<file path="src/rtl/fill_pkg.sv">
// Package: shared types, operation codes and format decoding for the fill engine.
// Assumes format codes 2..6 are the only supported ones.
package fill_pkg;

    localparam logic [7:0] OP_BRUSH = 8'hF0;
    localparam logic [7:0] OP_BLACK = 8'h00;
    localparam logic [7:0] OP_WHITE = 8'hFF;

    typedef enum logic [1:0] {
        ST_IDLE  = 2'd0,
        ST_CHECK = 2'd1,
        ST_RUN   = 2'd2,
        ST_DONE  = 2'd3
    } fill_state_e;

    // Bytes per pixel for a format code; zero marks an unsupported code.
    function automatic logic [2:0] bytes_per_pixel(input logic [3:0] fmt);
        case (fmt)
            4'd2:       return 3'd1;
            4'd3, 4'd4: return 3'd2;
            4'd5:       return 3'd3;
            4'd6:       return 3'd4;
            default:    return 3'd0;
        endcase
    endfunction

endpackage

</file>
<file path="src/rtl/fill_color_sel.sv">
// Colour selector: forms the 32-bit fill value from the operation code.
// Assumes palette entry i occupies bits 8i+7:8i. Pure combinational.
module fill_color_sel
    import fill_pkg::*;
(
    input  logic [7:0]  op_i,
    input  logic [31:0] brush_i,
    input  logic [47:0] pal_i,
    output logic [31:0] color_o,
    output logic        op_ok_o
);

    // Pick the colour source and flag unknown codes.
    always_comb begin
        op_ok_o = 1'b1;
        color_o = '0;
        case (op_i)
            OP_BRUSH: color_o = brush_i;
            OP_BLACK: color_o = {8'hFF, pal_i[7:0],   pal_i[15:8],  pal_i[23:16]};
            OP_WHITE: color_o = {8'hFF, pal_i[31:24], pal_i[39:32], pal_i[47:40]};
            default:  op_ok_o = 1'b0;
        endcase
    end

endmodule

</file>
<file path="src/rtl/fill_setup.sv">
// Request checker: derives the start corner, start address, row length and
// resulting Y, and decides whether the request must be dropped.
// Assumes its inputs are held stable (captured by the top). Combinational.
module fill_setup
    import fill_pkg::*;
#(
    parameter int MEM_BYTES = 4096,
    parameter int CW        = 16,
    parameter int COORD_MAX = 16'h3FFF,
    localparam int AW       = $clog2(MEM_BYTES),
    localparam int RBW      = CW + 3,
    localparam int WW       = 2 * CW + 16
)(
    input  logic [CW-1:0]  x_i,
    input  logic [CW-1:0]  y_i,
    input  logic [CW-1:0]  w_i,
    input  logic [CW-1:0]  h_i,
    input  logic           ltr_i,
    input  logic           ttb_i,
    input  logic [CW-1:0]  pitch_i,
    input  logic [CW-1:0]  base_i,
    input  logic [3:0]     fmt_i,
    output logic [2:0]     bpp_o,
    output logic           fmt_ok_o,
    output logic           abort_o,
    output logic           empty_o,
    output logic [AW-1:0]  start_addr_o,
    output logic [RBW-1:0] row_bytes_o,
    output logic [CW-1:0]  next_y_o
);

    logic [CW-1:0] x0, y0;
    logic [WW-1:0] limit;

    // Start corner from the direction flags, wrapping modulo 2^CW.
    always_comb begin
        x0 = ltr_i ? x_i : CW'(x_i + 1'b1 - w_i);
        y0 = ttb_i ? y_i : CW'(y_i + 1'b1 - h_i);
    end

    // Extent, range decision and derived addresses.
    always_comb begin
        bpp_o    = bytes_per_pixel(fmt_i);
        fmt_ok_o = (bpp_o != 3'd0);
        empty_o  = (w_i == '0) || (h_i == '0);
        limit    = WW'(base_i) + (WW'(y0) + WW'(h_i) - WW'(1)) * WW'(pitch_i)
                 + (WW'(x0) + WW'(w_i)) * WW'(bpp_o);
        abort_o  = (pitch_i == '0)
                || (WW'(x0) > WW'(COORD_MAX)) || (WW'(y0) > WW'(COORD_MAX))
                || (WW'(base_i) >= WW'(MEM_BYTES))
                || (!empty_o && (limit > WW'(MEM_BYTES)));
        start_addr_o = AW'(WW'(base_i) + WW'(x0) * WW'(bpp_o) + WW'(y0) * WW'(pitch_i));
        row_bytes_o  = RBW'(RBW'(w_i) * RBW'(bpp_o));
        next_y_o     = ttb_i ? CW'(y0 + h_i) : y0;
    end

endmodule

</file>
<file path="src/rtl/fill_walker.sv">
// Address walker: emits one byte write per cycle over a rectangle,
// top row first, advancing by the pitch between rows.
// Assumes load arrives only while idle and row_bytes/rows are nonzero.
module fill_walker #(
    parameter int MEM_BYTES = 4096,
    parameter int CW        = 16,
    localparam int AW       = $clog2(MEM_BYTES),
    localparam int RBW      = CW + 3
)(
    input  logic           clk,
    input  logic           rst_n,
    input  logic           load_i,
    input  logic [AW-1:0]  start_addr_i,
    input  logic [RBW-1:0] row_bytes_i,
    input  logic [CW-1:0]  rows_i,
    input  logic [CW-1:0]  pitch_i,
    input  logic [2:0]     bpp_i,
    output logic           we_o,
    output logic [AW-1:0]  addr_o,
    output logic [1:0]     lane_o,
    output logic           last_o
);

    logic           active;
    logic [AW-1:0]  row_addr;
    logic [RBW-1:0] off;
    logic [CW-1:0]  row;
    logic           row_end;

    // Outputs of the walk and end-of-row/end-of-fill detection.
    always_comb begin
        row_end = (off == row_bytes_i - 1'b1);
        we_o    = active;
        addr_o  = AW'(row_addr + AW'(off));
        last_o  = active && row_end && (row == rows_i - 1'b1);
    end

    // Counter update: byte lane, offset in row, row index and row address.
    always_ff @(posedge clk) begin
        if (!rst_n) begin
            active   <= 1'b0;
            row_addr <= '0;
            off      <= '0;
            row      <= '0;
            lane_o   <= '0;
        end else if (load_i) begin
            active   <= 1'b1;
            row_addr <= start_addr_i;
            off      <= '0;
            row      <= '0;
            lane_o   <= '0;
        end else if (active) begin
            if (row_end) begin
                off      <= '0;
                lane_o   <= '0;
                row      <= row + 1'b1;
                row_addr <= AW'(row_addr + AW'(pitch_i));
                if (last_o) active <= 1'b0;
            end else begin
                off    <= off + 1'b1;
                lane_o <= ({1'b0, lane_o} == bpp_i - 3'd1) ? 2'd0 : lane_o + 2'd1;
            end
        end
    end

    // inside a row the byte address steps by one each cycle.
    a_r12_byte_step: assert property (@(posedge clk) disable iff (!rst_n)
        (we_o && off != '0) |-> (addr_o == AW'($past(addr_o) + 1'b1)));

    // a new row starts one pitch after the previous row's start.
    a_r5_row_step: assert property (@(posedge clk) disable iff (!rst_n)
        (we_o && off == '0 && row != '0) |-> (addr_o == AW'($past(row_addr) + AW'(pitch_i))));

endmodule

</file>
<file path="src/rtl/rect_fill_engine.sv">
// Top: captures a fill request, checks it, walks the rectangle writing the
// selected colour one byte per cycle, then pulses done with the new Y.
// Assumes a single-port byte-wide synchronous memory of MEM_BYTES bytes.
module rect_fill_engine
    import fill_pkg::*;
#(
    parameter int MEM_BYTES = 4096,
    parameter int CW        = 16,
    parameter int COORD_MAX = 16'h3FFF,
    localparam int AW       = $clog2(MEM_BYTES),
    localparam int RBW      = CW + 3
)(
    input  logic          clk,
    input  logic          rst_n,
    input  logic          start,
    input  logic [7:0]    op_code,
    input  logic [3:0]    pix_fmt,
    input  logic [CW-1:0] dst_x,
    input  logic [CW-1:0] dst_y,
    input  logic [CW-1:0] width,
    input  logic [CW-1:0] height,
    input  logic          left_to_right,
    input  logic          top_to_bottom,
    input  logic          use_own_ptr,
    input  logic [CW-1:0] own_pitch,
    input  logic [CW-1:0] own_base,
    input  logic [CW-1:0] dflt_pitch,
    input  logic [CW-1:0] dflt_base,
    input  logic [31:0]   brush_color,
    input  logic [47:0]   palette,
    output logic          mem_we,
    output logic [AW-1:0] mem_addr,
    output logic [7:0]    mem_wdata,
    output logic          busy,
    output logic          done,
    output logic          err,
    output logic [CW-1:0] y_result
);

    fill_state_e   state;
    logic [7:0]    c_op;
    logic [3:0]    c_fmt;
    logic [CW-1:0] c_x, c_y, c_w, c_h, c_pitch, c_base;
    logic          c_ltr, c_ttb;
    logic [31:0]   c_brush;
    logic [47:0]   c_pal;

    logic [31:0]    color;
    logic           op_ok, fmt_ok, abort_req, empty_req, last_wr;
    logic [2:0]     bpp;
    logic [AW-1:0]  start_addr;
    logic [RBW-1:0] row_bytes;
    logic [CW-1:0]  next_y;
    logic [1:0]     lane;
    logic           load;

    fill_color_sel u_color (
        .op_i    (c_op),
        .brush_i (c_brush),
        .pal_i   (c_pal),
        .color_o (color),
        .op_ok_o (op_ok)
    );

    fill_setup #(.MEM_BYTES(MEM_BYTES), .CW(CW), .COORD_MAX(COORD_MAX)) u_setup (
        .x_i          (c_x),
        .y_i          (c_y),
        .w_i          (c_w),
        .h_i          (c_h),
        .ltr_i        (c_ltr),
        .ttb_i        (c_ttb),
        .pitch_i      (c_pitch),
        .base_i       (c_base),
        .fmt_i        (c_fmt),
        .bpp_o        (bpp),
        .fmt_ok_o     (fmt_ok),
        .abort_o      (abort_req),
        .empty_o      (empty_req),
        .start_addr_o (start_addr),
        .row_bytes_o  (row_bytes),
        .next_y_o     (next_y)
    );

    fill_walker #(.MEM_BYTES(MEM_BYTES), .CW(CW)) u_walk (
        .clk          (clk),
        .rst_n        (rst_n),
        .load_i       (load),
        .start_addr_i (start_addr),
        .row_bytes_i  (row_bytes),
        .rows_i       (c_h),
        .pitch_i      (c_pitch),
        .bpp_i        (bpp),
        .we_o         (mem_we),
        .addr_o       (mem_addr),
        .lane_o       (lane),
        .last_o       (last_wr)
    );

    // Status outputs, walker launch and byte lane selection.
    always_comb begin
        busy      = (state != ST_IDLE);
        done      = (state == ST_DONE);
        load      = (state == ST_CHECK) && op_ok && fmt_ok && !abort_req && !empty_req;
        mem_wdata = color[8*lane +: 8];
    end

    // Request capture: all inputs are latched on an accepted start.
    always_ff @(posedge clk) begin
        if (!rst_n) begin
            c_op <= '0; c_fmt <= '0; c_x <= '0; c_y <= '0; c_w <= '0; c_h <= '0;
            c_ltr <= 1'b0; c_ttb <= 1'b0; c_pitch <= '0; c_base <= '0;
            c_brush <= '0; c_pal <= '0;
        end else if (state == ST_IDLE && start) begin
            c_op    <= op_code;
            c_fmt   <= pix_fmt;
            c_x     <= dst_x;
            c_y     <= dst_y;
            c_w     <= width;
            c_h     <= height;
            c_ltr   <= left_to_right;
            c_ttb   <= top_to_bottom;
            c_pitch <= use_own_ptr ? own_pitch : dflt_pitch;
            c_base  <= use_own_ptr ? own_base  : dflt_base;
            c_brush <= brush_color;
            c_pal   <= palette;
        end
    end

    // Sequencer: idle, one check cycle, run, one done cycle.
    always_ff @(posedge clk) begin
        if (!rst_n) begin
            state    <= ST_IDLE;
            err      <= 1'b0;
            y_result <= '0;
        end else begin
            case (state)
                ST_IDLE: if (start) begin
                    state <= ST_CHECK;
                    err   <= 1'b0;
                end
                ST_CHECK: begin
                    if (!op_ok || !fmt_ok) begin
                        err      <= 1'b1;
                        y_result <= c_y;
                        state    <= ST_DONE;
                    end else if (abort_req) begin
                        y_result <= c_y;
                        state    <= ST_DONE;
                    end else begin
                        y_result <= next_y;
                        state    <= empty_req ? ST_DONE : ST_RUN;
                    end
                end
                ST_RUN:  if (last_wr) state <= ST_DONE;
                default: state <= ST_IDLE;
            endcase
        end
    end

    // a flagged request never writes memory.
    a_r9_err_silent: assert property (@(posedge clk) disable iff (!rst_n)
        mem_we |-> !err);

    // done lasts a single cycle.
    a_r10_done_pulse: assert property (@(posedge clk) disable iff (!rst_n)
        done |=> !done);

    // a start while busy does not disturb the captured request.
    a_r10_start_ignored: assert property (@(posedge clk) disable iff (!rst_n)
        (busy && start) |=> ($stable(c_op) && $stable(c_x) && $stable(c_y)));

    // the top byte of a white pixel is opaque.
    a_r3_white_alpha: assert property (@(posedge clk) disable iff (!rst_n)
        (mem_we && c_op == OP_WHITE && lane == 2'd3) |-> (mem_wdata == 8'hFF));

    // the top byte of a black pixel is opaque.
    a_r2_black_alpha: assert property (@(posedge clk) disable iff (!rst_n)
        (mem_we && c_op == OP_BLACK && lane == 2'd3) |-> (mem_wdata == 8'hFF));

endmodule

</file>
<file path="config.mk">
export PLATFORM = sky130hd
export DESIGN_NAME = rect_fill_engine
export DESIGN_NICKNAME = d
export VERILOG_FILES = /design/src/rtl/fill_pkg.sv /design/src/rtl/fill_color_sel.sv /design/src/rtl/fill_setup.sv /design/src/rtl/fill_walker.sv /design/src/rtl/rect_fill_engine.sv
export SDC_FILE = /design/constraint.sdc
export NUM_CORES = 2
export LEC_CHECK = 0
export BUFFER_PORTS_ARGS = -buffer_cell sky130_fd_sc_hd__buf_2
export CORE_UTILIZATION = 40
export CTS_BUF_LIST = sky130_fd_sc_hd__clkbuf_8 sky130_fd_sc_hd__clkbuf_16
export DETAILED_ROUTE_END_ITERATION = 7
export PLACE_DENSITY = 0.55
export SYNTH_ARGS = -nofsm -noshare
export SYNTH_HDL_FRONTEND = slang
export SYNTH_SLANG_ARGS = --single-unit
</file>
<file path="constraint.sdc">
create_clock -name clk -period 11.5 [get_ports clk]
set_input_delay 1.15 -clock clk [delete_from_list [all_inputs] [get_ports clk]]
set_output_delay 1.15 -clock clk [all_outputs]
set_load 0.1 [all_outputs]
</file>
==> run_results.csv <==
group,metric,value,unit
run_status,status,"finished, violations left",
run_status,violations,"negative setup slack",
cells_and_area,stdcell_area,55020,sq um
placement,dp_hpwl,125.4,mm
synthesis,synth.ff_latch_count,259,
cells_and_area,finalNetCount,7351,
sta,clock.fmax,83.51,MHz
cells_and_area,syn2layout_area_growth,26.67,%
cells_and_area,finish.utilization,0.5125,
synthesis,synth_compound_area_frac,0.1244,
synthesis,yosys-top-cells-count,"875 x inv_1, 812 x nand2_1, 649 x fa_1",
clocking,cts_max_path_buffers,3,
synthesis,yosys.area_share.simple,0.1861,
run,max-cap-violations,0,
sta,worst_pin_slew,1060,ps
synthesis,async_flop_share,0,
critical_path,critPathMaxStageDelay,610,ps
synthesis,synthTopCellsByArea,"fa_1 30%, dfxtp_1 12%, ha_1 11%, inv_1 7.6%, nand2_1 7.0%",
placement,postPlaceCellArea,51190,sq um
sta,finalSetupTns,-25680,ps
grt,antenna_found_initial,17,
critical_path,end_kind,"register",
hold_path,hp-class,"register to register",
critical_path,crit_fanout,11,
die,chipHeight,331.5,um
grt,grt-ovfl-total,0,
critical_path,cpMostUsedCell,"ha_4",
cells_and_area,drive_gt1_frac,0.2398,
sta,period_share,1.041,
route,drc,0,
route,drtPass1Iterations,6,
synthesis,syn_area_per_cell,8.197,sq um
synthesis,synth-edff-count,0,
die,start_util,0.4046,
placement,gp_congestion,0.9724,
synthesis,synth_xor_area_frac,0.04571,
synthesis,synth_top_area_cell,"fa_1",
clocking,h-tree-depth,1,
sta,timing.final.ws_setup,-475.2,ps
route,viasPerCell,5.280,
clocking,clkLatencyLatePin,620,ps
critical_path,worst-setup-path-type,"register to register",
synthesis,synth_flop_cell,"dfxtp_1",
sta,slew_viol_final,0,
synthesis,synth_top_family_by_area,"adder cells",
cells_and_area,stdcell_count,7535,
route,vias,39780,
grt,grt_pass1_vias,40240,
die,ios,266,
synthesis,syn_nets,6541,
die,dieWidth,331.5,um
synthesis,ys_types,97,
synthesis,synth.mux.area_fraction,0.01967,
route,routed_wl,154.8,mm
sta,rsz0062_at_grt,"yes",
critical_path,critPathSlowestCell,"fa_1",
synthesis,synth_cells,5299,
synthesis,yosysWarnings,0,
sta,setup_viol,67,
sta,finalCriticalPeriod,11980,ps
route,initialDrtViolationCount,2854,
grt,grt_pass1_wl,239.5,mm
clocking,cts-buffers-inserted,29,
synthesis,synthAdderAreaFrac,0.4048,
sta,fin_skew,18.50,ps
sta,hold_violations,0,
critical_path,start_kind,"register",
placement,port_buffers,265,
grt,grt_max_degree,100,
synthesis,yosysTopAreaCellShare,0.2991,
synthesis,yosysMostFrequentCell,"inv_1",
critical_path,arrival,12480,ps
grt,track_usage,0.2805,
placement,dpl.cell_count,7381,
critical_path,worst_ep_required_time,12010,ps
die,dieArea,109900,sq um
clocking,cts.sinks,259,
die,rows,120,
clocking,clockRootBuffer,"clkbuf_16",
route,wl_per_cell,20.55,um
die,coreArea,107400,sq um
clocking,tritoncts,"built",
sta,max_slew_margin,0.2936,
route,ant_nets,0,
clocking,clkSlewWorstSetupHoldPaths,60,ps
synthesis,syn-cell-area,43440,sq um
synthesis,ys_seq_area_frac,0.1194,
-- sequential cells by signal, summed over array words and instances (netlist names), 16 cells and up --
register,count
c_base,16
c_brush,32
c_h,16
c_pal,48
c_pitch,16
c_w,16
c_x,16
c_y,16
u_walk.off,19
u_walk.row,16
y_result,16
-- critical path, delay by kind of cell, from the launching register on --
kind,cells,cell delay (ps)
buffers and inverters,10,1250
AND/OR/NAND/NOR,10,2120
flip-flops,1,340
AO/OA/AOI/OAI,14,3310
adder cells (fa/ha/maj),13,4850
-- per-layer routing --
metal	up-vias	part of all wire	track usage	routed length, um
li1	18660	-	-	-
met1	19620	0.46	0.4125	71760
met2	1357	0.43	0.4289	67330
met3	147	0.083	0.05554	12920
met4	2	0.018	0.04542	2790
met5	-	0.000084	0	13
-- layout by cell type, fill, tap and decap left out, types with 17 or more instances in the layout --
cell / synthesis / final
fa_2: 0 / 32
nand4_1: 42 / 42
and2_1: 172 / 169
o21a_1: 32 / 30
fa_1: 649 / 617
a21o_1: 54 / 54
buf_12: 0 / 29
buf_2: 8 / 265
o21ai_1: 1 / 17
buf_6: 3 / 26
nand2b_1: 44 / 40
o21ai_0: 136 / 108
nand3_1: 96 / 93
buf_4: 1 / 713
xnor2_1: 134 / 127
a21oi_1: 333 / 294
mux2i_1: 64 / 60
nor2_1: 246 / 233
ha_1: 367 / 310
o211ai_1: 42 / 42
ha_4: 0 / 54
a211oi_1: 64 / 54
dfxtp_1: 259 / 254
clkbuf_16: 0 / 33
xor2_1: 89 / 81
mux2_2: 19 / 19
nor2b_1: 41 / 37
a21oi_2: 0 / 31
nand2_1: 812 / 794
inv_1: 875 / 857
nor3_1: 56 / 43
or3_1: 24 / 21
inv_2: 2 / 21
nor4_1: 33 / 23
and3_1: 96 / 89
-- worst paths after layout --
path / depth (start not counted) / end / slack [ps] / startpoint
min: 2 / c_pal[9] / 450 / c_pal[9]
max: 47 / u_walk.row[9] / -480 / c_y[1]
max reg2reg: 47 / u_walk.row[9] / -480 / c_y[1]
min reg2reg: 2 / c_pal[9] / 450 / c_pal[9]
-- cell type report --
cell class                      count  area, sq um
Antenna cell                        3        7.507
Timing Repair Buffer             1044         7787
Fill cell                       10250        52330
Multi-Input combinational cell   3897        36000
Tap cell                         1403         1755
Clock buffer                       32        767.0
Inverter                          878         3303
Sequential cell                   259         5194
Clock inverter                     19        201.4
-- logic make-up after synthesis --
| family | count (synthesis) |
|---|---|
| mux | 83 |
| simple gates | 1728 |
| fa+ha+maj | 1016 |
| xor+xnor | 225 |
| flops | 259 |
| compound gates | 845 |
| buf+inv | 1143 |
-- stage by stage --
| step | hold slack, ps | setup WS [ps] |
|---|---|---|
| 2_1_floorplan | 433.2 | 2.920 |
| 3_3_place_gp | 441.3 | -1031 |
| 3_5_place_dp | 446.0 | -1112 |
| 4_1_cts | 454.7 | -378.4 |
| 5_1_grt | 471.9 | -851.4 |
| 6_report | 454.6 | -475.2 |
-- repair_timing --
item,in CTS,in global routing
pin swaps,45,101
setup endpoints to repair,67,67
buffers inserted,40,56
gates cloned,3,3
resized for setup,151,236
hold buffers,0,0
Power is not shown: default switching activity piles up to over one toggle a cycle in this logic, so the estimate is an artifact.
